`config.mk`:
```
export PLATFORM = sky130hd
export DESIGN_NAME = mcast_hash_filter
export DESIGN_NICKNAME = d
export VERILOG_FILES = /design/src/rtl/mhf_pkg.sv /design/src/rtl/mhf_crc_unit.sv /design/src/rtl/mhf_addr_capture.sv /design/src/rtl/mhf_classify.sv /design/src/rtl/mhf_decide.sv /design/src/rtl/mcast_hash_filter.sv
export SDC_FILE = /design/constraint.sdc
export NUM_CORES = 1
export LEC_CHECK = 0
export BUFFER_PORTS_ARGS = -buffer_cell sky130_fd_sc_hd__buf_2
export CORE_ASPECT_RATIO = 0.6
export CORE_MARGIN = 4
export CORE_UTILIZATION = 58
export CTS_CLUSTER_DIAMETER = 50
export DETAILED_ROUTE_END_ITERATION = 7
export GPL_TIMING_DRIVEN = 1
export PLACE_DENSITY = 0.87
export REMOVE_ABC_BUFFERS = 1
export SYNTH_ARGS = -nofsm -noshare
export SYNTH_HDL_FRONTEND = slang
export SYNTH_SLANG_ARGS = --single-unit
```
`constraint.sdc`:
```
create_clock -name clk -period 5.51 [get_ports clk]
set_input_delay 1.102 -clock clk [delete_from_list [all_inputs] [get_ports clk]]
set_output_delay 1.102 -clock clk [all_outputs]
set_load 0.03 [all_outputs]
```
`src/rtl/mhf_pkg.sv`:
```
package mhf_pkg;
  localparam int unsigned ADDR_BYTES = 6;
  localparam int unsigned CRC_W      = 32;
  localparam int unsigned IDX_W      = 6;
  localparam int unsigned TABLE_W    = 1 << IDX_W;
  localparam logic [CRC_W-1:0] CRC_PRESET = 32'hFFFF_FFFF;
  localparam logic [CRC_W-1:0] CRC_POLY_R = 32'hEDB8_8320;

  typedef logic [IDX_W-1:0] hidx_t;

  // One byte of a right-shifting CRC, low bit of the byte enters first.
  function automatic logic [CRC_W-1:0] crc_fold(input logic [CRC_W-1:0] c_in,
                                                input logic [7:0] d);
    logic [CRC_W-1:0] c;
    c = c_in ^ {{(CRC_W-8){1'b0}}, d};
    for (int b = 0; b < 8; b++) begin
      if (c[0]) c = (c >> 1) ^ CRC_POLY_R;
      else      c = c >> 1;
    end
    return c;
  endfunction
endpackage

```
`src/rtl/mhf_crc_unit.sv`:
```
module mhf_crc_unit
  import mhf_pkg::*;
#(
  parameter int unsigned W = CRC_W
) (
  input  logic         clk,
  input  logic         rst,
  input  logic         restart,
  input  logic         advance,
  input  logic [7:0]   din,
  output logic [W-1:0] crc_q
);
  logic [W-1:0] seed;

  // A restart folds the byte into the preset, not into the running value.
  assign seed = restart ? CRC_PRESET : crc_q;

  always_ff @(posedge clk) begin
    if (rst) begin
      crc_q <= CRC_PRESET;
    end else if (restart || advance) begin
      crc_q <= crc_fold(seed, din);
    end
  end
endmodule

```
`src/rtl/mhf_addr_capture.sv`:
```
module mhf_addr_capture #(
  parameter int unsigned NB = 6,
  localparam int unsigned CW = $clog2(NB + 1)
) (
  input  logic            clk,
  input  logic            rst,
  input  logic            byte_valid,
  input  logic            addr_start,
  input  logic [7:0]      rx_byte,
  output logic            restart,
  output logic            advance,
  output logic            done_q,
  output logic [NB*8-1:0] addr_q
);
  logic [CW-1:0] cnt_q;
  logic [CW-1:0] pos;
  logic          take;

  localparam logic [CW-1:0] LAST = CW'(NB - 1);
  localparam logic [CW-1:0] FULL = CW'(NB);

  // cnt_q == 0: idle before any start; cnt_q == FULL: address complete.
  assign restart = byte_valid && addr_start;
  assign advance = byte_valid && !addr_start && (cnt_q != '0) && (cnt_q != FULL);
  assign take    = restart || advance;
  assign pos     = restart ? '0 : cnt_q;

  always_ff @(posedge clk) begin
    if (rst) begin
      cnt_q  <= '0;
      done_q <= 1'b0;
    end else begin
      done_q <= take && (pos == LAST);
      if (take) cnt_q <= pos + 1'b1;
    end
  end

  for (genvar i = 0; i < NB; i++) begin : g_byte
    always_ff @(posedge clk) begin
      if (rst) begin
        addr_q[i*8 +: 8] <= '0;
      end else if (take && (pos == CW'(i))) begin
        addr_q[i*8 +: 8] <= rx_byte;
      end
    end
  end
endmodule

```
`src/rtl/mhf_classify.sv`:
```
module mhf_classify #(
  parameter int unsigned NB = 6
) (
  input  logic [NB*8-1:0] addr_q,
  input  logic [31:0]     sta_lo,
  input  logic [31:0]     sta_hi,
  output logic            is_group,
  output logic            is_bcast,
  output logic            sta_equal
);
  logic [63:0]   sta_all;
  logic [NB-1:0] eq;
  logic [NB-1:0] ones;

  assign sta_all = {sta_lo, sta_hi};

  for (genvar i = 0; i < NB; i++) begin : g_cmp
    assign eq[i]   = addr_q[i*8 +: 8] == sta_all[63 - 8*i -: 8];
    assign ones[i] = &addr_q[i*8 +: 8];
  end

  assign is_group  = addr_q[0];
  assign is_bcast  = &ones;
  assign sta_equal = &eq;
endmodule

```
`src/rtl/mhf_decide.sv`:
```
module mhf_decide
  import mhf_pkg::*;
#(
  parameter int unsigned IW = IDX_W,
  parameter int unsigned CWID = CRC_W,
  localparam int unsigned TW = 1 << IW
) (
  input  logic            clk,
  input  logic            rst,
  input  logic            done,
  input  logic [CWID-1:0] crc,
  input  logic            is_group,
  input  logic            is_bcast,
  input  logic            sta_equal,
  input  logic [TW-1:0]   table_bits,
  output logic            valid_q,
  output logic            accept_q,
  output logic            group_q,
  output logic            bcast_q,
  output logic [IW-1:0]   idx_q
);
  logic [IW-1:0] idx;
  logic          tbit;
  logic          keep;

  assign idx  = crc[CWID-1 -: IW];
  assign tbit = table_bits[idx];
  assign keep = is_bcast || (is_group ? tbit : sta_equal);

  always_ff @(posedge clk) begin
    if (rst || !done) begin
      valid_q  <= 1'b0;
      accept_q <= 1'b0;
      group_q  <= 1'b0;
      bcast_q  <= 1'b0;
      idx_q    <= '0;
    end else begin
      valid_q  <= 1'b1;
      accept_q <= keep;
      group_q  <= is_group;
      bcast_q  <= is_bcast;
      idx_q    <= idx;
    end
  end
endmodule

```
`src/rtl/mcast_hash_filter.sv`:
```
module mcast_hash_filter
  import mhf_pkg::*;
#(
  parameter int unsigned NB = ADDR_BYTES,
  parameter int unsigned IW = IDX_W
) (
  input  logic          clk,
  input  logic          rst,
  input  logic          byte_valid,
  input  logic          addr_start,
  input  logic [7:0]    rx_byte,
  input  logic [31:0]   sta_lo,
  input  logic [31:0]   sta_hi,
  input  logic [31:0]   hash_lo,
  input  logic [31:0]   hash_hi,
  output logic          decision_valid,
  output logic          accept,
  output logic          group_hit,
  output logic [IW-1:0] hash_index
);
  logic            restart;
  logic            advance;
  logic            done;
  logic [NB*8-1:0] addr_q;
  logic [CRC_W-1:0] crc_q;
  logic            is_group;
  logic            is_bcast;
  logic            sta_equal;
  logic            dec_bcast;

  mhf_addr_capture #(.NB(NB)) u_cap (
    .clk(clk), .rst(rst), .byte_valid(byte_valid), .addr_start(addr_start),
    .rx_byte(rx_byte), .restart(restart), .advance(advance),
    .done_q(done), .addr_q(addr_q)
  );

  mhf_crc_unit #(.W(CRC_W)) u_crc (
    .clk(clk), .rst(rst), .restart(restart), .advance(advance),
    .din(rx_byte), .crc_q(crc_q)
  );

  mhf_classify #(.NB(NB)) u_cls (
    .addr_q(addr_q), .sta_lo(sta_lo), .sta_hi(sta_hi),
    .is_group(is_group), .is_bcast(is_bcast), .sta_equal(sta_equal)
  );

  mhf_decide #(.IW(IW), .CWID(CRC_W)) u_dec (
    .clk(clk), .rst(rst), .done(done), .crc(crc_q),
    .is_group(is_group), .is_bcast(is_bcast), .sta_equal(sta_equal),
    .table_bits({hash_hi, hash_lo}),
    .valid_q(decision_valid), .accept_q(accept), .group_q(group_hit),
    .bcast_q(dec_bcast), .idx_q(hash_index)
  );
endmodule

```
---- Word level (Yosys, flattened, before mapping) ----
Index checks and enable logic that the tools add are counted.
word-level totals
  flip-flop bits (word level) ............. 93
  bits in latches ......................... 0
  bits in writable memories ............... 0
  ROM bits ................................ 0
  input bits .............................. 140
  output and inout bits ................... 9
  word-level logic and storage cells ...... 83
  memories ................................ 0
cells by class
  $add $sub $neg .......................... 1
  multipliers ............................. 0
  div/mod/pow operators ................... 0
  magnitude comparators ................... 1
  eq/ne operators ......................... 12
  shift-type cells ........................ 0
  mux-type cells .......................... 28
  bitwise logic cells ..................... 9
  reductions and logical operators ........ 19
operators by type and width
  kind                   number
  $mux W32               23
  $not A13 Y14           8
  $eq A8 B8 Y1           6
  $reduce_and A48 Y1     1
  $xor A32 B8 Y32        1
  $logic_and A1 B1 Y1    10
  $lt A6 B7 Y1 const B   1
  $bmux W1 S6            1
  $eq A3 B2 Y1 const B   2
  $eq A3 B3 Y1 const B   2
  $reduce_and A6 Y1      1
  $add A3 B1 Y3 const B  1
  $eq A3 B1 Y1 const B   1
  $logic_not A3 Y1       1
  $logic_or A1 B1 Y1     3
  $mux W1                3
  $mux W3                1
  $ne A3 B3 Y1 const B   1
  $reduce_bool A3 Y1     1
  $logic_not A1 Y1       2

---- Longest topological paths before layout ----
  word-level depth ........................ 33
  mapped depth ............................ 10
  gate-level depth less buffers ........... 8

---- By module ----
From an unflattened synthesis, not the netlist that was laid out.
second synthesis, totals
  cell total of the unflattened synthesis .. 689
  area total of the unflattened synthesis .. 6189.7 µm²
by module, submodules not included
  module            times used  cells each  area each (µm²)  seq. area each (µm²)
  mhf_crc_unit      1           305         2462.4           640.6
  mhf_addr_capture  1           237         2227.1           1041.0
  mhf_decide        1           66          868.3            200.2
  mhf_classify      1           81          631.9            0.0

---- Worst setup path after synthesis ----
OpenSTA, ideal clock, no wires.
  path type ............................... in2reg
  from .................................... input port byte_valid
  to ...................................... register u_cap.addr_q[32]
  library setup time ...................... 0.128 ns
  arrival time ............................ 2.815 ns
  required time ........................... 5.382 ns
  path slack .............................. 2.567 ns
  stages on the path ...................... 9
  buffers on the path ..................... 2
  path through ............................ buf_4 nand2_1 and2_1 inv_1 ha_1 clkbuf_1 nand4_1 mux2i_1 nor2_1
between the ends
  word-level cells in the longest chain between the ends .. 5
  elaborated cells on any way between the ends .. 8
  those cells by class .................... 1 x eq/ne; 1 x mux; 6 x reduce/logical
RTL lines
  item                                             RTL line                source
  start: declaration                               mcast_hash_filter.sv:9  input logic byte_valid,
  branches (longest 4 deep; another with $mux W3)  --
  $logic_and A1 B1 Y1 (*)                          mhf_addr_capture.sv:42  end else if (take && (pos == CW'(i))) begin
  end signal: indexed assignment                   mhf_addr_capture.sv:43  addr_q[i*8 +: 8] <= rx_byte;
  end: declaration                                 mhf_addr_capture.sv:13  output logic [NB*8-1:0] addr_q
Every way passes the cells marked *.
A chain may end at the register's enable or synchronous reset.

---- Worst setup path after layout ----
  from .................................... input port addr_start
  to ...................................... register u_cap.addr_q[36]
between the ends
  word-level cells in the longest chain between the ends .. 6
  elaborated cells on any way between the ends .. 9
  those cells by class .................... 1 x eq/ne; 1 x mux; 7 x reduce/logical
RTL lines
  item                                             RTL line                 source
  start: declaration                               mcast_hash_filter.sv:10  input logic addr_start,
  branches (longest 5 deep; another with $mux W3)  --
  $logic_and A1 B1 Y1 (*)                          mhf_addr_capture.sv:42
Marked as above.

==> flow_metrics.py <==
metrics = {
    "power": {
        "clock_power_share_pct": 30.5,
        "p_seq_share_pct": 36.0,
        "comb_power_share_pct": 33.6,
        "finalPower_mw": 2.26,
        "power_density_nw_per_um2": 344,
        "swShare_pct": 32.6,
        "power_leakage_nw": 2.90,
        "p_sw_mw": 0.736,
        "ir_drop_mv": 0.205,
        "p_int_mw": 1.52,
    },
    "routing": {
        "ant_nets": 0,
        "via_per_inst": 5.93,
        "wire_per_inst_um": 19.0,
        "drc": 0,
        "drt_iter0_markers": 591,
        "firstDrtPassIters": 5,
        "wl_um": 16000,
        "vias": 4989,
    },
    "cells_and_area": {
        "num_antenna_cells": 0,
        "nets": 851,
        "fillers": 674,
        "drive_above_1_share_pct": 25.5,
        "stdcell_area_um2": 6560,
        "syn2layout_area_growth_pct": 16.8,
        "final_cells": 841,
    },
    "min_path": {
        "min_path_type": "reg2reg",
    },
    "grt": {
        "grt_first_pass_wirelength_um": 25100,
        "grt_max_degree": 63,
        "grt_pass1_vias": 4924,
        "antenna_found_initial": 0,
        "grt_overflow": 0,
        "grt_use_total_pct": 27.7,
    },
    "timing": {
        "post-route-period-util_pct": 59.8,
        "rsz0062_at_grt": "no",
        "fin_skew_ns": 0.00963,
        "worst_slew_pin_slew_ns": 0.997,
        "setup_viol": 0,
        "fin_crit_ns": 3.29,
        "relSlewSlack_pct": 33.5,
        "whs_ns": 0.482,
        "max_freq_mhz": 304,
        "timing.setup.tns_ns": 0,
        "slew_viol_final": 0,
        "hold_viol": 0,
    },
    "clock_tree": {
        "h-tree-depth": 3,
        "root_buffer": "clkbuf_16",
        "cts_tree": "yes",
        "cts_buffer_depth": 2,
        "post_cts_buffers": 0,
        "clkTransAtPathRegs_ns": 0.06,
        "clk_latency_ns": 0.35,
        "holdBufCountCts": 0,
        "cts_resized": 0,
        "clock-sinks": 93,
        "cts_made_buffers": 9,
    },
    "yosys": {
        "yosys-top-cells-area": "dfxtp_1, xor2_1, xnor2_1",
        "synth_edf_count": 0,
        "syn_area_um2": 5620,
        "ys_top_cells_by_count": "dfxtp_1, nand2_1, xor2_1",
        "yosys.area.top_type": "dfxtp_1",
        "yosys_warnings": 0,
        "avgSynthCellArea_um2": 9.23,
        "yosysTopAreaCellShare_pct": 33.1,
        "async_reset_ff_share_pct": 0,
        "synth.distinct_cells": 44,
        "synth-main-ff-cell": "dfxtp_1",
        "ys_seq_area_share_pct": 33.1,
        "ys_seq_elements": 93,
        "yosysMostFrequentCell": "dfxtp_1",
        "synth_cells": 609,
    },
    "run": {
        "drv_cap": 0,
    },
    "die": {
        "die_w_um": 135,
        "start_util_pct": 60.5,
        "dieArea_um2": 11400,
        "dieHeight_um": 84.2,
        "pin_count": 149,
        "fp.coreArea_um2": 9290,
        "rows": 27,
    },
    "place": {
        "placed_area_um2": 6230,
        "dp_hpwl_um": 11800,
        "gp_congestion": 0.994,
        "port_buffers": 132,
        "place_inst": 825,
    },
    "worst_setup_path": {
        "crit_slowest_cell": "nand4_1",
        "cp.arrival_ns": 3.48,
        "cp_max_fo": 10,
        "cp.required_ns": 5.70,
        "setup.worst_path.class": "in2reg",
        "max_stage_delay_ns": 0.64,
        "worstSetupStartpointType": "input pin",
        "crit_chain": "buf_2 -> nand2_1 -> and2_1 -> inv_1 -> ha_1 -> nand4_1 -> mux2i_1 -> nor2_1",
        "end_kind": "flip-flop",
    },
    "outcome": {
        "status": "completed",
    },
}
## cells by family (layout without fill, tap and decap cells)
kind of cell / after synthesis / in the layout / synth area share [%]
DFF: 93 / 93 / 33.1
and+or+nand+nor: 204 / 204 / 16.6
muxes: 38 / 38 / 11.5
adders and majority gates: 5 / 5 / 1.11
AOI/OAI and AO/OA: 83 / 83 / 9.84
xor gates and xnor gates: 131 / 131 / 23.1
buffers and inverters: 55 / 157 / 4.74
## per-stage QoR
stage | util, % | setup slack (ns)
2_1_floorplan | - | 1.13
5_1_grt | 70.7 | 2.11
6_report | 70.7 | 2.22
3_5_place_dp | 67.1 | 2.02
4_1_cts | 70.7 | 2.31
3_3_place_gp | 67.1 | 2.14
## cell type report
type,instances,area (µm²),area share (%)
Multi-Input combinational cell,461,3500,53.3
Tap cell,130,163,2.48
Clock inverter,6,95.1,1.45
Inverter,6,22.5,0.343
Sequential cell,93,1860,28.4
Clock buffer,10,239,3.64
Timing Repair Buffer,135,683,10.4
## metal layers
metal  up-vias  global-route usage, %  routed length (µm)
met3        35                   8.80                1900
met2       290                   43.0                7350
met4         0                   7.41                 252
li1       2304                      -                   -
met5         -                      0                   0
met1      2360                   37.7                6450
## registers in the layout, summed over array words and instances, names as in the netlist
register	flops
u_cap.addr_q	48
u_crc.crc_q	32
u_dec.idx_q	6
u_cap.cnt_q	3
u_cap.done_q	1
u_dec.accept_q	1
u_dec.group_q	1
u_dec.valid_q	1
## worst max-delay path, delay by kind of cell
family	cells	cell delay, ns
simple gates	4	1.30
fa+ha+maj	1	0.42
mux	1	0.36
buf+inv	2	0.30
## power by group through the flow
stage	combinational [mW]	clock [mW]	sequential, mW
floorplan	0.569	0	0.800
global placement	0.713	0	0.821
detailed placement	0.739	0	0.827
CTS	0.749	0.684	0.812
global route	0.812	0.715	0.824
finish	0.759	0.688	0.813
## cell usage in the layout (no fill, tap or decap), types with 5 or more instances in the layout
cell / count
nand4_1: 16
nand2_1: 74
o211ai_1: 29
dfxtp_1: 93
nor3_1: 7
nor4_1: 13
nand3_1: 34
and2_1: 9
a21oi_1: 34
clkbuf_16: 9
buf_2: 132
inv_1: 6
xor2_1: 66
mux2i_1: 18
xnor2_1: 53
ha_1: 5
nor2_1: 45
mux4_2: 12
mux4_1: 7
## worst paths after layout
path	depth (start not counted)	from	end	slack (ns)
max	8	addr_start	u_cap.addr_q[36]	2.22
min	2	u_cap.addr_q[4]	u_cap.addr_q[4]	0.48
min reg2reg	2	u_cap.addr_q[4]	u_cap.addr_q[4]	0.48
max reg2reg	5	u_cap.cnt_q[2]	u_cap.addr_q[36]	2.61
No activity file was read; power rests on OpenSTA's default activity.
